===== config.mk =====
export PLATFORM = sky130hd
export DESIGN_NAME = z80_io_bridge
export DESIGN_NICKNAME = d
export VERILOG_FILES = /design/src/rtl/z80iob_pkg.sv /design/src/rtl/z80iob_decode.sv /design/src/rtl/z80iob_ctrl.sv /design/src/rtl/z80iob_bus.sv /design/src/rtl/z80_io_bridge.sv
export SDC_FILE = /design/constraint.sdc
export NUM_CORES = 1
export LEC_CHECK = 0
export ABC_AREA = 1
export CAP_MARGIN = 25
export CORE_ASPECT_RATIO = 1.1
export CORE_MARGIN = 2
export CORE_UTILIZATION = 37
export CTS_CLUSTER_SIZE = 16
export DETAILED_ROUTE_END_ITERATION = 10
export PLACE_DENSITY = 0.75
export SETUP_SLACK_MARGIN = 0.4
export SLEW_MARGIN = 30
export SYNTH_ARGS = -nofsm -noshare
export SYNTH_HDL_FRONTEND = slang
export SYNTH_SLANG_ARGS = --single-unit
export TNS_END_PERCENT = 50

===== constraint.sdc =====
create_clock -name clk -period 1.25 [get_ports clk]
set_clock_uncertainty 0.1 [all_clocks]
set_input_delay 0.3125 -clock clk [delete_from_list [all_inputs] [get_ports clk]]
set_output_delay 0.3125 -clock clk [all_outputs]
set_load 0.03 [all_outputs]

===== src/rtl/z80iob_pkg.sv =====
package z80iob_pkg;

    localparam int N_TGT = 3;

    typedef enum logic [1:0] {
        TGT_BOOT = 2'd0,
        TGT_UART = 2'd1,
        TGT_STOR = 2'd2
    } tgt_e;

    typedef enum logic [1:0] {
        ST_IDLE  = 2'd0,
        ST_SERVE = 2'd1,
        ST_HOLD  = 2'd2
    } st_e;

endpackage


===== src/rtl/z80iob_decode.sv =====
module z80iob_decode
    import z80iob_pkg::*;
#(
    parameter int          PORT_W        = 6,
    parameter logic [5:0]  BOOT_PORT     = 6'h3F,
    parameter logic [5:0]  UART_BASE     = 6'h00,
    parameter int          UART_SPAN_LOG2 = 1
) (
    input  logic [PORT_W-1:0] port,
    input  logic              is_read,
    output tgt_e              tgt
);

    localparam int HI_W = PORT_W - UART_SPAN_LOG2;

    logic [HI_W-1:0] port_hi;
    logic [HI_W-1:0] uart_hi;

    assign port_hi = port[PORT_W-1:UART_SPAN_LOG2];
    assign uart_hi = UART_BASE[PORT_W-1:UART_SPAN_LOG2];

    always_comb begin
        if (is_read && port == BOOT_PORT[PORT_W-1:0]) begin
            tgt = TGT_BOOT;
        end else if (port_hi == uart_hi) begin
            tgt = TGT_UART;
        end else begin
            tgt = TGT_STOR;
        end
    end

endmodule


===== src/rtl/z80iob_ctrl.sv =====
module z80iob_ctrl
    import z80iob_pkg::*;
#(
    parameter int         PORT_W    = 6,
    parameter int         DATA_W    = 8,
    parameter logic [7:0] FILL_BYTE = 8'hFF
) (
    input  logic                    clk,
    input  logic                    rst_n,
    input  logic                    io_active,
    input  logic                    iorq_n,
    input  logic                    wr_n,
    input  logic [PORT_W-1:0]       port_lo,
    input  logic [DATA_W-1:0]       data_in,
    input  tgt_e                    tgt_in,
    input  logic                    boot_end,
    input  logic [N_TGT-1:0]        acks,
    input  logic [N_TGT-1:0][DATA_W-1:0] rdatas,
    output logic [N_TGT-1:0]        reqs,
    output logic                    busy,
    output logic                    ack_sel,
    output logic                    done,
    output logic                    req_write,
    output logic [PORT_W-1:0]       req_port,
    output logic [DATA_W-1:0]       req_wdata,
    output logic [DATA_W-1:0]       rdata
);

    typedef struct packed {
        st_e                st;
        tgt_e               tgt;
        logic               write;
        logic [PORT_W-1:0]  port;
        logic [DATA_W-1:0]  wdata;
        logic [DATA_W-1:0]  rdata;
        logic [N_TGT-1:0]   reqs;
    } ctrl_t;

    ctrl_t r_d, r_q;

    logic sel_ack;
    assign sel_ack = acks[r_q.tgt];

    always_comb begin
        r_d      = r_q;
        r_d.reqs = '0;
        case (r_q.st)
            ST_IDLE: begin
                if (io_active) begin
                    r_d.port  = port_lo;
                    r_d.write = ~wr_n;
                    r_d.tgt   = tgt_in;
                    if (!wr_n) begin
                        r_d.wdata = data_in;
                    end
                    if (tgt_in == TGT_BOOT && boot_end) begin
                        r_d.rdata = FILL_BYTE[DATA_W-1:0];
                        r_d.st    = ST_HOLD;
                    end else begin
                        r_d.reqs[tgt_in] = 1'b1;
                        r_d.st           = ST_SERVE;
                    end
                end
            end
            ST_SERVE: begin
                if (sel_ack) begin
                    if (!r_q.write) begin
                        r_d.rdata = rdatas[r_q.tgt];
                    end
                    r_d.st = ST_HOLD;
                end
            end
            ST_HOLD: begin
                if (iorq_n) begin
                    r_d.st = ST_IDLE;
                end
            end
            default: r_d.st = ST_IDLE;
        endcase
    end

    always_ff @(posedge clk) begin
        if (!rst_n) begin
            r_q <= '{st: ST_IDLE, tgt: TGT_STOR, write: 1'b0,
                     port: '0, wdata: '0, rdata: '0, reqs: '0};
        end else begin
            r_q <= r_d;
        end
    end

    assign reqs      = r_q.reqs;
    assign busy      = (r_q.st == ST_SERVE);
    assign ack_sel   = sel_ack;
    assign done      = (r_q.st == ST_HOLD);
    assign req_write = r_q.write;
    assign req_port  = r_q.port;
    assign req_wdata = r_q.wdata;
    assign rdata     = r_q.rdata;

    assert_strobe_single_R5: assert property (@(posedge clk) disable iff (!rst_n)
        $onehot0(reqs));
    assert_strobe_one_cycle_R5: assert property (@(posedge clk) disable iff (!rst_n)
        (reqs != '0) |=> (reqs == '0));
    assert_write_latch_R5: assert property (@(posedge clk) disable iff (!rst_n)
        ((reqs != '0) && req_write) |-> (req_wdata == $past(data_in) && req_port == $past(port_lo)));
    assert_no_boot_when_empty_R9: assert property (@(posedge clk) disable iff (!rst_n)
        reqs[TGT_BOOT] |-> !$past(boot_end));

endmodule


===== src/rtl/z80iob_bus.sv =====
module z80iob_bus #(
    parameter int DATA_W = 8
) (
    input  logic              clk,
    input  logic              rst_n,
    input  logic              iorq_n,
    input  logic              rd_n,
    input  logic              io_active,
    input  logic              done,
    input  logic [DATA_W-1:0] rdata,
    output logic [DATA_W-1:0] data_out,
    output logic              data_oe,
    output logic              wait_n
);

    assign wait_n   = ~(io_active & ~done);
    assign data_oe  = ~iorq_n & ~rd_n;
    assign data_out = rdata;

    assert_read_data_stable_R6: assert property (@(posedge clk) disable iff (!rst_n)
        (wait_n && data_oe && $past(wait_n && data_oe)) |-> $stable(data_out));

endmodule


===== src/rtl/z80_io_bridge.sv =====
module z80_io_bridge
    import z80iob_pkg::*;
#(
    parameter int         PORT_W         = 6,
    parameter int         DATA_W         = 8,
    parameter logic [5:0] BOOT_PORT      = 6'h3F,
    parameter logic [5:0] UART_BASE      = 6'h00,
    parameter int         UART_SPAN_LOG2 = 1,
    parameter logic [7:0] FILL_BYTE      = 8'hFF
) (
    input  logic              clk,
    input  logic              rst_n,
    input  logic              iorq_n,
    input  logic              rd_n,
    input  logic              wr_n,
    input  logic [PORT_W-1:0] port_lo,
    input  logic [DATA_W-1:0] data_in,
    output logic [DATA_W-1:0] data_out,
    output logic              data_oe,
    output logic              wait_n,
    input  logic              boot_end,
    output logic              boot_req,
    input  logic              boot_ack,
    input  logic [DATA_W-1:0] boot_data,
    output logic              uart_req,
    input  logic              uart_ack,
    input  logic [DATA_W-1:0] uart_rdata,
    output logic              stor_req,
    input  logic              stor_ack,
    input  logic [DATA_W-1:0] stor_rdata,
    output logic              req_write,
    output logic [PORT_W-1:0] req_port,
    output logic [DATA_W-1:0] req_wdata
);

    logic                         io_active;
    tgt_e                         tgt;
    logic [N_TGT-1:0]             acks;
    logic [N_TGT-1:0][DATA_W-1:0] rdatas;
    logic [N_TGT-1:0]             reqs;
    logic                         busy, ack_sel, done;
    logic [DATA_W-1:0]            rdata;

    assign io_active = ~iorq_n & (~rd_n | ~wr_n);

    assign acks   = {stor_ack, uart_ack, boot_ack};
    assign rdatas = {stor_rdata, uart_rdata, boot_data};
    assign boot_req = reqs[TGT_BOOT];
    assign uart_req = reqs[TGT_UART];
    assign stor_req = reqs[TGT_STOR];

    z80iob_decode #(
        .PORT_W(PORT_W), .BOOT_PORT(BOOT_PORT),
        .UART_BASE(UART_BASE), .UART_SPAN_LOG2(UART_SPAN_LOG2)
    ) i_decode (
        .port(port_lo), .is_read(~rd_n), .tgt(tgt)
    );

    z80iob_ctrl #(
        .PORT_W(PORT_W), .DATA_W(DATA_W), .FILL_BYTE(FILL_BYTE)
    ) i_ctrl (
        .clk(clk), .rst_n(rst_n), .io_active(io_active), .iorq_n(iorq_n),
        .wr_n(wr_n), .port_lo(port_lo), .data_in(data_in), .tgt_in(tgt),
        .boot_end(boot_end), .acks(acks), .rdatas(rdatas), .reqs(reqs),
        .busy(busy), .ack_sel(ack_sel), .done(done), .req_write(req_write),
        .req_port(req_port), .req_wdata(req_wdata), .rdata(rdata)
    );

    z80iob_bus #(.DATA_W(DATA_W)) i_bus (
        .clk(clk), .rst_n(rst_n), .iorq_n(iorq_n), .rd_n(rd_n),
        .io_active(io_active), .done(done), .rdata(rdata),
        .data_out(data_out), .data_oe(data_oe), .wait_n(wait_n)
    );

    assert_memory_untouched_R1: assert property (@(posedge clk) disable iff (!rst_n)
        iorq_n |-> (wait_n && !data_oe && reqs == '0));
    assert_release_after_ack_R4: assert property (@(posedge clk) disable iff (!rst_n)
        (busy && ack_sel && !iorq_n) |=> wait_n);
    assert_hold_without_ack_R10: assert property (@(posedge clk) disable iff (!rst_n)
        (busy && !ack_sel && !iorq_n) |=> !wait_n);

endmodule


==> flow_metrics.env, run 1 <==
export IMPL_die_w_um=67.9
export IMPL_syn_inst=250
export IMPL_first_global_vias=1816
export IMPL_cts_htree_levels=2
export IMPL_post_dp_hpwl_mm=3.24
export IMPL_cts_sinks=30
export IMPL_synth_top_area_cell="dfxtp_1"
export IMPL_crit_path_start_kind="register"
export IMPL_cts_buffer_depth=2
export IMPL_cts_buffers_inserted=5
export IMPL_wl_per_cell_um=11.8
export IMPL_timing_fmax_ghz=0.693
export IMPL_syn_cell_area_mm2=0.00166
export IMPL_dr_pass1_iters=4
export IMPL_synth_top_area_share_pct=36.1
export IMPL_io_buffers=74
export IMPL_yosys_area_share_simple_pct=32.0
export IMPL_worstPathArrival_ps=1520
export IMPL_core_area_mm2=0.00432
export IMPL_synthAdderAreaFrac_pct=0
export IMPL_crit_type="reg2reg"
export IMPL_synth_compound_area_share_pct=12.8
export IMPL_fin_crit_sh_pct=115
export IMPL_clock_latency_ps=280
export IMPL_crit_required_ps=1330
export IMPL_final_max_slew_viol_count=0
export IMPL_layout_commonest_cell="nor2_1"
export IMPL_row_count=25
export IMPL_antenna_found_initial=0
export IMPL_yosys_register_bits=30
export IMPL_syn_mean_instance_area_um2=6.65
export IMPL_drive_gt1_share_pct=34.5
export IMPL_leakage_nw=1.34
export IMPL_multi_input_area_um2=833
export IMPL_gp_congestion=0.825
export IMPL_endpoint_kind="register"
export IMPL_yosys_warnings=0
export IMPL_fin_crit_ps=1440
export IMPL_path_clk_slew_ps=70
export IMPL_fin_tns_setup_ps=-3130
export IMPL_antenna_diode_count=0
export IMPL_synthTopCellsByArea="dfxtp_1 (36%), nor2_1 (14%), buf_4 (10%), nand2_1 (10%), o21ai_0 (9.9%)"
export IMPL_peakVddDrop_mv=0.696
export IMPL_synth_xor_area_share_pct=0
export IMPL_io_pin_count=75
export IMPL_status="finished, violations left"
export IMPL_maxSlewHeadroom_pct=82.6
export IMPL_min_path_type="in2reg"
export IMPL_setup_viol=26
export IMPL_rsz0062_at_grt="yes"
export IMPL_die_h_um=74.3
export IMPL_grt_max_degree=15
export IMPL_routed_wl_mm=4.66
export IMPL_n_fill_cell=387
export IMPL_vias=1848
export IMPL_nNetsFinal=388
export IMPL_drc=0
export IMPL_power_density_mw_per_mm2=1150
export IMPL_gr_total_overflow=0
export IMPL_drt_iter0_drc=83
export IMPL_track_usage_pct=19.9
export IMPL_hold_viol=0
export IMPL_register_area_um2=616
export IMPL_hold_worst_slack_ps=328
export IMPL_grt_pass1_wl_mm=7.55
export IMPL_violations="negative setup slack"
export IMPL_initial_core_util_pct=38.5
export IMPL_fin_ws_ps=-193
export IMPL_yosysSeqAreaShare_pct=36.1
export IMPL_cts_root_buf="clkbuf_8"
export IMPL_areaGrowthSynthToFinish_pct=70.2
export IMPL_yosysUniqueCellTypes=21
export IMPL_finalCoreUtilization_pct=65.5
export IMPL_cp_max_fo=8
export IMPL_syn_num_nets=297
export IMPL_drv_cap=0
export IMPL_layout_common_cells="nor2_1 (56), nand2_1 (39), clkdlybuf4s50_1 (34)"
export IMPL_cts_tree="done"
export IMPL_worst_pin_slew_ps=258
export IMPL_die_area_mm2=0.00504
export IMPL_ant_nets=0
export IMPL_viasPerCell=4.67
export IMPL_synth_mux_area_share_pct=0
export IMPL_synth_top_family_by_area="simple AND/OR/NAND/NOR gates"
==> cell usage after synthesis <==
library cell  number
nand3_1           10
inv_1             17
nor3_1             2
buf_6              5
a21oi_2            2
o21ai_1            1
nand3_2            1
nor2_4             1
clkbuf_1           2
nand2_2            3
inv_2              3
nand2_1           45
buf_4             23
nand2_4            1
a21oi_1            5
nand4_1            2
o21ai_0           33
buf_2              1
nor2_2             1
dfxtp_1           30
nor2_1            62
==> routing by layer <==
metal	share of wire (%)	global-route usage, %	up-vias
met5	0	0	-
met4	1.5	7.33	0
met3	10	7.26	6
met2	50	36.7	73
met1	39	20.4	821
li1	-	-	948
==> where the power goes <==
part / internal, mW / total [mW] / switching [mW]
Sequential: 1.07 / 1.15 / 0.0832
Combinational: 0.628 / 1.27 / 0.645
Clock: 0.442 / 0.822 / 0.380
Total: 2.14 / 3.24 / 1.11
==> area by class of cell <==
cell class / count / area share [%]
clock inverter: 2 / 0.442
timing repair buffer: 114 / 40.1
inverter: 20 / 2.92
clock buffer: 6 / 2.92
sequential: 30 / 21.8
multi-input combinational: 170 / 29.5
tap: 54 / 2.39
==> worst max-delay path, cell delays in order (launching register included) <==
cell and delay [ps]:
dfxtp_4 360, buf_12 120, nor2_4 140, nor2_2 70, a21oi_4 190, buf_12 140, nand2_8 60, nor2_1 100
nor2_1 50
==> final timing paths <==
path,slack (ps),end,from,cells after the start
hold reg to reg,390,i_ctrl.req_write,i_ctrl.req_write,2
setup reg to reg,-190,i_ctrl.rdata[4],i_ctrl.r_q[29],8
setup / recovery,-190,i_ctrl.rdata[4],i_ctrl.r_q[29],8
hold / removal,330,i_ctrl.req_port[0],port_lo[0],3
==> state kept, by name, indices dropped and copies added, names as in the netlist <==
| name | flops |
|---|---|
| i_ctrl.reqs | 3 |
| i_ctrl.r_q | 4 |
| i_ctrl.req_write | 1 |
| i_ctrl.req_wdata | 8 |
| i_ctrl.rdata | 8 |
| i_ctrl.req_port | 6 |
==> per-stage QoR <==
| step | power [mW] | setup WS, ps | std cells | instance area [um2] |
|---|---|---|---|---|
| 6_report | 3.24 | -193 | 396 | 2830 |
| 5_1_grt | 3.45 | -257 | 396 | 2830 |
| 4_1_cts | 3.21 | -151 | 395 | 2780 |
| 3_5_place_dp | 2.23 | -557 | 377 | 2440 |
| 3_3_place_gp | 2.21 | -538 | 377 | 2440 |
| 2_1_floorplan | 1.86 | -53.4 | 250 | 1680 |
==> kinds of logic after synthesis <==
| kind of cell | count (synthesis) |
|---|---|
| AO/OA/AOI/OAI | 41 |
| buffers and inverters | 51 |
| flip-flops | 30 |
| AND/OR/NAND/NOR | 128 |
==> timing repair <==
item                                    CTS  global route
endpoints found under the setup margin   58            58
hold buffers                              0             0
buffers inserted                          9             1
resized for setup                        67            19
cloned                                    1             0
pin swaps                                16             7
Note: power is estimated with default switching activity, not from simulation.
==> run 2, diff against run 1 <==
--- a/config.mk
+++ b/config.mk
@@ -9,10 +9,11 @@
 export CAP_MARGIN = 25
 export CORE_ASPECT_RATIO = 1.1
 export CORE_MARGIN = 2
-export CORE_UTILIZATION = 37
+export CORE_UTILIZATION = 55
 export CTS_CLUSTER_SIZE = 16
 export DETAILED_ROUTE_END_ITERATION = 10
-export PLACE_DENSITY = 0.75
+export DONT_BUFFER_PORTS = 1
+export PLACE_DENSITY = 0.73
 export SETUP_SLACK_MARGIN = 0.4
 export SLEW_MARGIN = 30
 export SYNTH_ARGS = -nofsm -noshare
==> flow_metrics.env, run 2 (synthesis gave the netlist of run 1 again) <==
export IMPL_worstPathArrival_ps=1040
export IMPL_finalCoreUtilization_pct=69.0
export IMPL_fin_tns_setup_ps=-2270
export IMPL_grt_max_degree=28
export IMPL_multi_input_area_um2=885
export IMPL_fin_crit_ps=1460
export IMPL_viasPerCell=5.23
export IMPL_track_usage_pct=21.0
export IMPL_crit_chain="buf_6 -> o21ai_2 -> buf_6"
export IMPL_fin_crit_sh_pct=116
export IMPL_grt_pass1_wl_mm=5.60
export IMPL_first_global_vias=1386
export IMPL_post_dp_hpwl_mm=2.44
export IMPL_drt_iter0_drc=35
export IMPL_dr_pass1_iters=4
export IMPL_clock_latency_ps=330
export IMPL_clockPowerShare_pct=23.2
export IMPL_layout_common_cells="nor2_1 (50), nand2_1 (40), dfxtp_4 (24)"
export IMPL_wl_per_cell_um=12.7
export IMPL_drv_cap=0
export IMPL_drive_gt1_share_pct=39.4
export IMPL_path_clk_slew_ps=100
export IMPL_switching_share_pct=37.1
export IMPL_cp_max_fo=2
export IMPL_row_count=20
export IMPL_setup_viol=23
export IMPL_cts_buffer_depth=2
export IMPL_leakage_nw=0.870
export IMPL_endpoint_kind="primary output"
export IMPL_cts_root_buf="clkbuf_4"
export IMPL_crit_required_ps=840
export IMPL_gr_total_overflow=0
export IMPL_nNetsFinal=292
export IMPL_cts_htree_levels=2
export IMPL_initial_core_util_pct=58.8
export IMPL_core_area_mm2=0.00283
export IMPL_vias=1458
export IMPL_cpPeakStageDelay_ps=330
export IMPL_areaGrowthSynthToFinish_pct=17.4
export IMPL_cts_tree="done"
export IMPL_p_int_mw=1.63
export IMPL_register_area_um2=698
export IMPL_power_density_mw_per_mm2=1330
export IMPL_peakVddDrop_mv=0.800
export IMPL_routed_wl_mm=3.55
export IMPL_die_w_um=56.4
export IMPL_hold_worst_slack_ps=-24.7
export IMPL_hold_viol=6
export IMPL_antenna_diode_count=0
export IMPL_combPwrFrac_pct=25.9
export IMPL_n_fill_cell=244
export IMPL_final_max_slew_viol_count=0
export IMPL_io_buffers=0
export IMPL_crit_type="reg2out"
export IMPL_violations="negative hold slack, negative setup slack"
export IMPL_power_switching_mw=0.959
export IMPL_die_h_um=61.6
export IMPL_fin_ws_ps=-205
export IMPL_die_area_mm2=0.00348
export IMPL_io_pin_count=75
export IMPL_ant_nets=0
export IMPL_antenna_found_initial=0
export IMPL_crit_slowest_cell="dfxtp_2"
export IMPL_timing_fmax_ghz=0.687
export IMPL_rsz0062_at_grt="yes"
export IMPL_crit_path_start_kind="register"
export IMPL_cpMostUsedCell="buf_6"
export IMPL_layout_commonest_cell="nor2_1"
export IMPL_cts_buffers_inserted=5
export IMPL_min_path_type="in2reg"
export IMPL_worst_pin_slew_ps=299
export IMPL_cts_sinks=30
export IMPL_maxSlewHeadroom_pct=80.1
export IMPL_pwr_share_seq_pct=51.0
export IMPL_drc=0
export IMPL_status="finished, violations left"
export IMPL_gp_congestion=0.797
## run 2: changes by cell type in the layout (fill, tap and decap cells not counted), moves of 9 or more
cell             before  now
clkdlybuf4s50_1      34    0
buf_4                32    8
buf_6                31    7
dfxtp_1              22    0
dfxtp_4               2   24
dlygate4sd2_1         9    0
o21ai_0              29   20
## run 2: critical path: cells and delay by family (launching register included)
family / cells / cell delay, ps
buffers and inverters: 2 / 260
flip-flops: 1 / 330
AO/OA/AOI/OAI: 1 / 120
## run 2: stage by stage
stage / hold slack, ps / area [um2] / cells / setup slack [ps] / power (mW)
2_1_floorplan: 347 / 1680 / 250 / -53.4 / 1.86
3_3_place_gp: 338 / 1590 / 265 / -58.4 / 1.83
3_5_place_dp: 340 / 1590 / 265 / -57.3 / 1.84
4_1_cts: -20.2 / 1860 / 277 / -194 / 2.54
5_1_grt: -42.6 / 1950 / 279 / -257 / 2.74
6_report: -24.7 / 1950 / 279 / -205 / 2.59
## run 2: layout make-up
class / instances / share of cell area (%)
well taps: 33 / 2.12
repair inverters: 1 / 0.385
clock inverters: 1 / 0.257
flip-flops and latches: 30 / 35.8
repair buffers: 17 / 8.92
clock buffers: 7 / 2.82
inverters: 20 / 4.36
multi-input cells: 170 / 45.3
## run 2: path summary, 6_finish.rpt
check	startpoint	to	slack [ps]	depth (start not counted)
setup / recovery	i_ctrl.r_q[28]	wait_n	-210	3
setup reg to reg	i_ctrl.r_q[28]	i_ctrl.rdata[3]	-170	8
hold reg to reg	i_ctrl.r_q[27]	i_ctrl.r_q[27]	430	2
hold / removal	rst_n	i_ctrl.req_port[1]	-20	2
## run 2: routing by layer
metal,track usage [%],up-vias,share of wire [%]
li1,-,751,-
met2,41.0,49,52
met4,7.14,0,1.3
met5,0,-,0
met1,21.2,653,39
met3,7.56,5,7.4
## run 2: timing repair
item,4_1_cts,5_1_grt
setup endpoints to repair,58,58
endpoints found under the hold margin,12,14
resized for setup,82,27
pin swaps,6,6
cloned,2,0
buffers inserted,2,2
## run 2: power groups by stage
| stage | clock network (mW) | registers, mW | logic [mW] |
|---|---|---|---|
| floorplan | 0 | 1.14 | 0.720 |
| global placement | 0 | 1.33 | 0.505 |
| detailed placement | 0 | 1.33 | 0.510 |
| CTS | 0.613 | 1.32 | 0.606 |
| global route | 0.657 | 1.33 | 0.751 |
| finish | 0.598 | 1.32 | 0.669 |
==> run 3, diff against run 2 <==
--- a/config.mk
+++ b/config.mk
@@ -8,12 +8,10 @@
 export ABC_AREA = 1
 export CAP_MARGIN = 25
 export CORE_ASPECT_RATIO = 1.1
-export CORE_MARGIN = 2
-export CORE_UTILIZATION = 55
+export CORE_UTILIZATION = 25
 export CTS_CLUSTER_SIZE = 16
 export DETAILED_ROUTE_END_ITERATION = 10
 export DONT_BUFFER_PORTS = 1
-export PLACE_DENSITY = 0.73
 export SETUP_SLACK_MARGIN = 0.4
 export SLEW_MARGIN = 30
 export SYNTH_ARGS = -nofsm -noshare
==> flow_metrics.env, run 3 (synthesis gave the netlist of run 1 again) <==
export IMPL_status="finished, violations left"
export IMPL_violations="negative setup slack"
export IMPL_worst_pin_slew_ps=331
export IMPL_drc=0
export IMPL_initial_core_util_pct=26.3
export IMPL_r2r_end="i_ctrl.rdata[6]"
export IMPL_pwr_share_seq_pct=41.3
export IMPL_antenna_found_initial=0
export IMPL_cts_root_buf="clkbuf_8"
export IMPL_cts_buffers_inserted=5
export IMPL_crit_required_ps=840
export IMPL_cp_endpoint="wait_n"
export IMPL_fin_ws_ps=-180
export IMPL_wl_per_cell_um=12.5
export IMPL_post_dp_hpwl_mm=3.03
export IMPL_rsz0062_at_grt="yes"
export IMPL_min_path_type="in2reg"
export IMPL_die_w_um=79.7
export IMPL_cp_max_fo=3
export IMPL_cpPeakStageDelay_ps=340
export IMPL_layout_commonest_cell="nor2_1"
export IMPL_io_buffers=0
export IMPL_power_switching_mw=1.00
export IMPL_crit_path_start_kind="register"
export IMPL_hold_depth=2
export IMPL_place_inst=319
export IMPL_io_pin_count=75
export IMPL_clock_latency_ps=280
export IMPL_peakVddDrop_mv=0.832
export IMPL_cts_tree="done"
export IMPL_final_cells=332
export IMPL_dr_pass1_iters=4
export IMPL_leakage_nw=0.927
export IMPL_setup_viol=14
export IMPL_worstPathArrival_ps=1020
export IMPL_fin_tns_setup_ps=-1300
export IMPL_cts_htree_levels=2
export IMPL_die_h_um=87.5
export IMPL_clockPowerShare_pct=38.4
export IMPL_cpMostUsedCell="buf_6"
export IMPL_cp_top_family="flip-flops"
export IMPL_power_density_mw_per_mm2=1560
export IMPL_gp_congestion=0.789
export IMPL_finalCoreUtilization_pct=32.5
export IMPL_gr_total_overflow=0
export IMPL_endpoint_kind="primary output"
export IMPL_final_max_slew_viol_count=0
export IMPL_hold_buffers=0
export IMPL_fin_crit_sh_pct=114
export IMPL_row_count=30
export IMPL_startpoint="i_ctrl.r_q[28]"
export IMPL_fin_crit_ps=1430
export IMPL_path_clk_slew_ps=70
export IMPL_hold_worst_slack_ps=52.5
export IMPL_ant_nets=0
export IMPL_nNetsFinal=298
export IMPL_hold_viol=0
export IMPL_switching_share_pct=31.3
export IMPL_viasPerCell=4.44
export IMPL_core_area_mm2=0.00631
export IMPL_crit_cells=3
export IMPL_timing_fmax_ghz=0.699
export IMPL_layout_common_cells="nor2_1 (55), nand2_1 (42), o21ai_0 (28)"
export IMPL_combPwrFrac_pct=20.3
export IMPL_first_global_vias=1444
export IMPL_routed_wl_mm=4.16
export IMPL_maxSlewHeadroom_pct=77.9
export IMPL_hold_start="rst_n"
export IMPL_p_int_mw=2.20
export IMPL_drive_gt1_share_pct=34.1
export IMPL_cts_sinks=30
export IMPL_antenna_diode_count=0
export IMPL_areaGrowthSynthToFinish_pct=23.3
export IMPL_grt_pass1_wl_mm=6.46
export IMPL_vias=1475
export IMPL_post_place_ws_ps=-104
export IMPL_grt_max_degree=28
export IMPL_crit_chain="buf_6 -> o21ai_2 -> buf_6"
export IMPL_crit_type="reg2out"
export IMPL_r2r_cells=8
export IMPL_die_area_mm2=0.00698
export IMPL_cts_buffer_depth=2
export IMPL_crit_slowest_cell="dfxtp_2"
export IMPL_track_usage_pct=12.2
export IMPL_drv_cap=0
export IMPL_crit_buf_inv=2
export IMPL_reg2reg_from="i_ctrl.r_q[29]"
export IMPL_r2r_slack_ps=-150
export IMPL_drt_iter0_drc=61
## run 3: cell types whose count changed in the layout (fill, tap and decap cells not counted), sizes merged
cell,previous run,this run
buf,17,24
bufinv,0,2
clkbuf,7,6
clkinv,1,0
clkinvlp,1,0
## run 3: worst min-delay path by stage
stage,slack [ps],end
2_1_floorplan,350,i_ctrl.req_wdata[0]
3_3_place_gp,340,i_ctrl.rdata[1]
3_5_place_dp,340,i_ctrl.r_q[29]
4_1_cts,40,i_ctrl.req_port[4]
5_1_grt,30,i_ctrl.rdata[5]
6_report,50,i_ctrl.rdata[5]
## run 3: routing by layer
layer | up-vias | routed length, um | track usage [%]
li1 | 768 | - | -
met1 | 637 | 1830 | 14.2
met2 | 68 | 1910 | 20.7
met3 | 2 | 390 | 4.92
met4 | 0 | 21 | 3.57
met5 | - | 0 | 0
## run 3: timing repair
action	4_1_cts	5_1_grt
pin swaps	9	2
gates cloned	1	0
buffers inserted	4	0
setup endpoints to repair	58	58
resized for setup	54	18
## run 3: final cells by class
class / count / area (um2)
clock inverters: 2 / 60.1
multi-input cells: 170 / 828
repair buffers: 24 / 215
flip-flops and latches: 30 / 682
fillers: 703 / 4260
clock buffers: 6 / 82.6
well taps: 80 / 100
inverters: 20 / 80.1
## run 3: stage by stage
stage / total power [mW] / area, um2
after CTS: 3.24 / 2020
after global routing: 3.39 / 2050
after detailed placement: 1.89 / 1710
after global placement: 1.88 / 1710
after floorplan: 1.86 / 1680
final: 3.20 / 2050
## run 3: power groups by stage
| stage | combinational [mW] | clock (mW) | sequential (mW) |
|---|---|---|---|
| finish | 0.651 | 1.23 | 1.32 |
| CTS | 0.643 | 1.27 | 1.32 |
| detailed placement | 0.554 | 0 | 1.34 |
| global placement | 0.545 | 0 | 1.34 |
| floorplan | 0.720 | 0 | 1.14 |
| global route | 0.733 | 1.32 | 1.34 |
